--- src/rtl/edac_pkg.sv ---
`timescale 1ns/1ps
package edac_pkg;

    localparam int DATA_W      = 16;
    localparam int CHK_W       = 8;
    localparam int CHK_NARROW  = 6;
    localparam int HALF_W      = DATA_W / 2;

    typedef logic [DATA_W-1:0] data_t;
    typedef logic [CHK_W-1:0]  syn_t;

    typedef struct packed {
        data_t data;
        logic  corr;
        logic  unc;
    } rd_result_t;

    // Lane mask for the active check field.
    function automatic syn_t lane_mask(input logic wide);
        lane_mask = wide ? '1 : syn_t'((1 << CHK_NARROW) - 1);
    endfunction

    // Column of the parity matrix for data bit idx.
    // Narrow: weight-3 columns, four per nibble, each nibble independent.
    // Wide: byte 0 uses rotations of a weight-3 seed, byte 1 rotations of a
    // weight-5 seed; both circulants are invertible, so each byte is independent.
    function automatic syn_t h_col(input logic wide, input int unsigned idx);
        logic [CHK_NARROW-1:0] n;
        logic [CHK_W-1:0]      seed;
        int unsigned           r;
        n = '0;
        case (idx)
            0:  n = 6'b000111;
            1:  n = 6'b001011;
            2:  n = 6'b010011;
            3:  n = 6'b100011;
            4:  n = 6'b011100;
            5:  n = 6'b101100;
            6:  n = 6'b001101;
            7:  n = 6'b001110;
            8:  n = 6'b110001;
            9:  n = 6'b110010;
            10: n = 6'b110100;
            11: n = 6'b111000;
            12: n = 6'b010101;
            13: n = 6'b011001;
            14: n = 6'b010110;
            15: n = 6'b101010;
            default: n = '0;
        endcase
        seed = (idx < HALF_W) ? 8'b0000_0111 : 8'b0001_1111;
        r    = idx % CHK_W;
        if (wide)
            h_col = syn_t'((seed << r) | (seed >> (CHK_W - r)));
        else
            h_col = syn_t'(n);
    endfunction

endpackage

--- src/rtl/edac_encoder.sv ---
`timescale 1ns/1ps
module edac_encoder
    import edac_pkg::*;
(
    input  logic  wide,
    input  data_t data,
    output syn_t  chk
);
    syn_t acc_d;

    always_comb begin
        acc_d = '0;
        for (int i = 0; i < DATA_W; i++) begin
            if (data[i])
                acc_d = acc_d ^ h_col(wide, i);
        end
        chk = acc_d & lane_mask(wide);
    end
endmodule

--- src/rtl/edac_syndrome.sv ---
`timescale 1ns/1ps
module edac_syndrome
    import edac_pkg::*;
(
    input  logic  wide,
    input  data_t data,
    input  syn_t  stored_chk,
    output syn_t  syn
);
    syn_t recomputed;

    edac_encoder u_recalc (
        .wide (wide),
        .data (data),
        .chk  (recomputed)
    );

    always_comb begin
        syn = (recomputed ^ stored_chk) & lane_mask(wide);
    end
endmodule

--- src/rtl/edac_locator.sv ---
`timescale 1ns/1ps
module edac_locator
    import edac_pkg::*;
(
    input  logic  wide,
    input  syn_t  syn,
    output data_t flip,
    output logic  chk_hit
);
    genvar gi;
    generate
        for (gi = 0; gi < DATA_W; gi++) begin : g_col
            assign flip[gi] = (syn == h_col(wide, gi));
        end
    endgenerate

    always_comb begin
        chk_hit = $onehot(syn) && ((syn & ~lane_mask(wide)) == '0);
    end
endmodule

--- src/rtl/edac_flow.sv ---
`timescale 1ns/1ps
module edac_flow
    import edac_pkg::*;
(
    input  logic        wide_chk,
    input  logic        detect_only,
    input  logic [15:0] wr_data,
    output logic [7:0]  check_out,
    input  logic [15:0] rd_data,
    input  logic [7:0]  rd_check,
    output logic [15:0] rd_data_out,
    output logic        err_corr,
    output logic        err_unc,
    output logic [7:0]  syndrome
);
    syn_t       syn_w;
    data_t      flip_w;
    logic       chk_hit_w;
    rd_result_t res_d;

    edac_encoder u_gen (
        .wide (wide_chk),
        .data (wr_data),
        .chk  (check_out)
    );

    edac_syndrome u_syn (
        .wide       (wide_chk),
        .data       (rd_data),
        .stored_chk (rd_check),
        .syn        (syn_w)
    );

    edac_locator u_loc (
        .wide    (wide_chk),
        .syn     (syn_w),
        .flip    (flip_w),
        .chk_hit (chk_hit_w)
    );

    always_comb begin
        res_d.data = rd_data;
        res_d.corr = 1'b0;
        res_d.unc  = 1'b0;
        if (syn_w != '0) begin
            if (detect_only) begin
                res_d.unc = 1'b1;
            end else if (flip_w != '0) begin
                res_d.data = rd_data ^ flip_w;
                res_d.corr = 1'b1;
            end else if (chk_hit_w) begin
                res_d.corr = 1'b1;
            end else begin
                res_d.unc = 1'b1;
            end
        end
    end

    assign rd_data_out = res_d.data;
    assign err_corr    = res_d.corr;
    assign err_unc     = res_d.unc;
    assign syndrome    = syn_w;
endmodule

--- config.mk ---
export PLATFORM = sky130hd
export DESIGN_NAME = edac_flow
export DESIGN_NICKNAME = d
export VERILOG_FILES = /design/src/rtl/edac_pkg.sv /design/src/rtl/edac_encoder.sv /design/src/rtl/edac_syndrome.sv /design/src/rtl/edac_locator.sv /design/src/rtl/edac_flow.sv
export SDC_FILE = /design/constraint.sdc
export NUM_CORES = 1
export LEC_CHECK = 0
export CAP_MARGIN = 20
export CORE_UTILIZATION = 45
export DETAILED_ROUTE_END_ITERATION = 6
export GPL_ROUTABILITY_DRIVEN = 0
export PLACE_DENSITY = 0.8
export SLEW_MARGIN = 30
export SYNTH_ARGS = -nofsm -noshare
export SYNTH_HDL_FRONTEND = slang
export SYNTH_SLANG_ARGS = --single-unit
--- constraint.sdc ---
create_clock -name vclk -period 5.7
set_input_delay 0.57 -clock vclk [all_inputs]
set_output_delay 0.57 -clock vclk [all_outputs]
set_load 0.01 [all_outputs]
==> impl_metrics.py <==
metrics = {
    "global_route": {
        "grt_pass1_wl_mm": 14.9,
        "track_usage": 0.319,
        "grt_pass1_vias": 3064,
        "overflow": 0,
        "antenna_found_initial": 0,
        "grt_max_degree": 31,
    },
    "final_layout": {
        "finalNetCount": 515,
        "fin_util": 0.749,
        "diodes": 0,
        "nClkBuffers": 0,
        "fill_cells": 365,
        "seq_cell_count": 0,
        "register_area_um2": 0,
        "syn_to_final_growth_pct": 60.3,
        "drive_above_1_share": 0.338,
    },
    "synthesis": {
        "yosys.area_share.simple": 0.168,
        "ys_top_cells_by_area": "xnor2_1, xor2_1, ha_1",
        "synth_compound_area_frac": 0.0947,
        "synth_top_area_cell": "xnor2_1",
        "synth_area_um2": 2590,
        "synth_xor_area_frac": 0.536,
        "synth_fp_nets": 378,
        "yosys.area_share.adder": 0.0986,
        "muxShareOfSynthArea": 0.0357,
        "ys_top_cells_by_count": "xnor2_1, xor2_1, nor2_1, nand2_1",
        "postSynthCellCount": 318,
        "yosysWarnings": 0,
        "yosysUniqueCellTypes": 54,
        "synth_top_family_by_area": "XOR/XNOR gates",
        "seq_area_frac_synth": 0,
        "syn_avg_cell_area_um2": 8.14,
        "synthDominantCellAreaShare": 0.284,
        "synth.most_common_cell": "xnor2_1",
    },
    "pwr": {
        "p_sw_frac": 0.493,
        "ir_drop_v": 0.000270,
        "switchingPower_uw": 733,
        "power.density_nw_per_um2": 358,
        "cellInternalPower_uw": 753,
        "p_seq_frac": 0,
        "leakagePower_nw": 1.86,
        "combPwrFrac": 1.000,
        "p_clk_frac": 0,
    },
    "setup_path": {
        "critPathMaxFanout": 5,
        "slowest_delay_ps": 570,
        "crit_slowest_cell": "fa_1",
        "cp_num_buf_inv": 4,
        "cp.arrival_ps": 5080,
        "path_cells": "dlygate4sd2_1 > buf_4 > nor2b_1 > mux2_2 > a21o_4 > xor2_4 > inv_2 > nor2_2 > fa_1 > fa_1 > ha_2 > fa_1 > or4b_4 > o21ai_1 > a31oi_1 > nand4_1 > nor4b_4 > o21a_1 > buf_2",
        "crit_required_ps": 5130,
        "critPathTopFamily": "adder cells",
        "crit_type": "in2out",
        "worst_path_most_repeated_cell": "fa_1",
        "start_kind": "input port",
        "cp-end-kind": "output pin",
    },
    "min_path": {
        "hold_start": "detect_only",
        "min_to": "err_unc",
        "holdPathStages": 3,
        "hold_class": "in2out",
    },
    "sta": {
        "finalHoldViolations": 0,
        "period_needed_ps": 5650,
        "relSlewSlack": 0.648,
        "maxSlewViolCount": 0,
        "post-route-period-util": 0.992,
        "setup_violations": 0,
        "fin_ws_ps": 46.5,
        "clock.fmax_mhz": 177,
        "worstMarginPinSlew_ps": 529,
    },
    "place": {
        "place_ws_ps": -744,
        "io_buffers": 76,
        "dp_hpwl_mm": 7.03,
    },
    "drt": {
        "first_pass_iters": 5,
        "first_iter_violations": 274,
        "vias": 2906,
        "wirelength_mm": 10.1,
        "vias_per_cell": 5.54,
        "final_antenna_net_count": 0,
        "drc": 0,
        "avgRoutedWirePerCell_um": 19.2,
    },
    "floorplanning": {
        "die_w_um": 77.9,
        "start_util": 0.467,
        "io_pins": 76,
        "die_h_um": 77.9,
        "row_count": 27,
        "core-area_um2": 5540,
        "die_area_um2": 6060,
    },
    "status": {
        "status": "completed",
    },
    "run": {
        "drv_cap": 0,
    },
}
[worst max path at each step]
stage | slack [ps] | from | cells after the start | to
final | 50 | rd_data[4] | 19 | err_unc
after global routing | -70 | rd_data[7] | 18 | err_unc
after CTS | 0.7 | rd_data[1] | 18 | err_unc
after detailed placement | -740 | rd_data[12] | 18 | err_corr
after global placement | -590 | rd_data[12] | 18 | err_unc
after floorplan | 250 | rd_data[12] | 17 | err_unc
[stage by stage]
stage                     power [mW]  instances  hold WS, ps  setup TNS [ps]  area [um^2]
after floorplan                0.760        318         1220               0         2590
after global placement          1.19        506         2200           -1190         3800
after detailed placement        1.26        506         2200           -1480         3800
after CTS                       1.34        521         1970               0         4050
after global routing            1.57        525         1910           -74.6         4150
final                           1.49        525         1860               0         4150
[repair_timing]
| item | CTS | global route |
|---|---|---|
| buffers inserted | 15 | 4 |
| endpoints found under the setup margin | 2 | 2 |
| resized for setup | 56 | 44 |
| hold buffers | 0 | 0 |
| gates cloned | 0 | 0 |
| pin swaps | 17 | 21 |
[layer usage]
metal / part of all wire / track usage / routed length, um / up-vias
met5: 0 / 0 / 0 / -
met4: 0.046 / 0.145 / 464 / 0
met3: 0.071 / 0.0529 / 716 / 49
met2: 0.52 / 0.606 / 5180 / 197
met1: 0.37 / 0.340 / 3690 / 1345
li1: - / - / - / 1315
[cells by family after synthesis]
group | count (synthesis)
AND/OR/NAND/NOR | 86
adder cells (fa/ha/maj) | 18
AO/OA/AOI/OAI | 34
buffers and inverters | 39
multiplexers | 9
XOR/XNOR | 132
[tightest hold or removal path, stage by stage]
cell and delay (ps):
clkdlybuf4s50_1 480, o21a_1 120, buf_2 120
[layout by cell type, fill, tap and decap left out, drive strengths merged, types with 4 or more instances in the layout]
cell type | netlist | layout
clkdlybuf4s50 | 0 | 54
clkbuf | 6 | 9
xor2 | 33 | 33
xnor3 | 8 | 8
nor3 | 13 | 13
fa | 4 | 4
nor2 | 28 | 28
ha | 14 | 14
o21ai | 10 | 10
nand2 | 21 | 21
xor3 | 4 | 4
a21oi | 4 | 4
nand4 | 4 | 4
dlygate4sd2 | 0 | 7
inv | 17 | 17
xnor2 | 87 | 87
o2111ai | 6 | 6
nand3 | 7 | 7
buf | 16 | 84
mux2i | 7 | 7
[power groups by stage]
stage / combinational (mW) / sequential (mW) / clock (mW)
after global routing: 1.57 / 0 / 0
after detailed placement: 1.26 / 0 / 0
final: 1.49 / 0 / 0
after floorplan: 0.760 / 0 / 0
after global placement: 1.19 / 0 / 0
after CTS: 1.34 / 0 / 0
[layout make-up]
cell class         instances  area [um^2]  area share
multi-input cells        279         2670       0.644
well taps                 72         90.1      0.0217
inverters                 17         63.8      0.0154
repair buffers           157         1320       0.319
(Power assumes the default switching activity.)
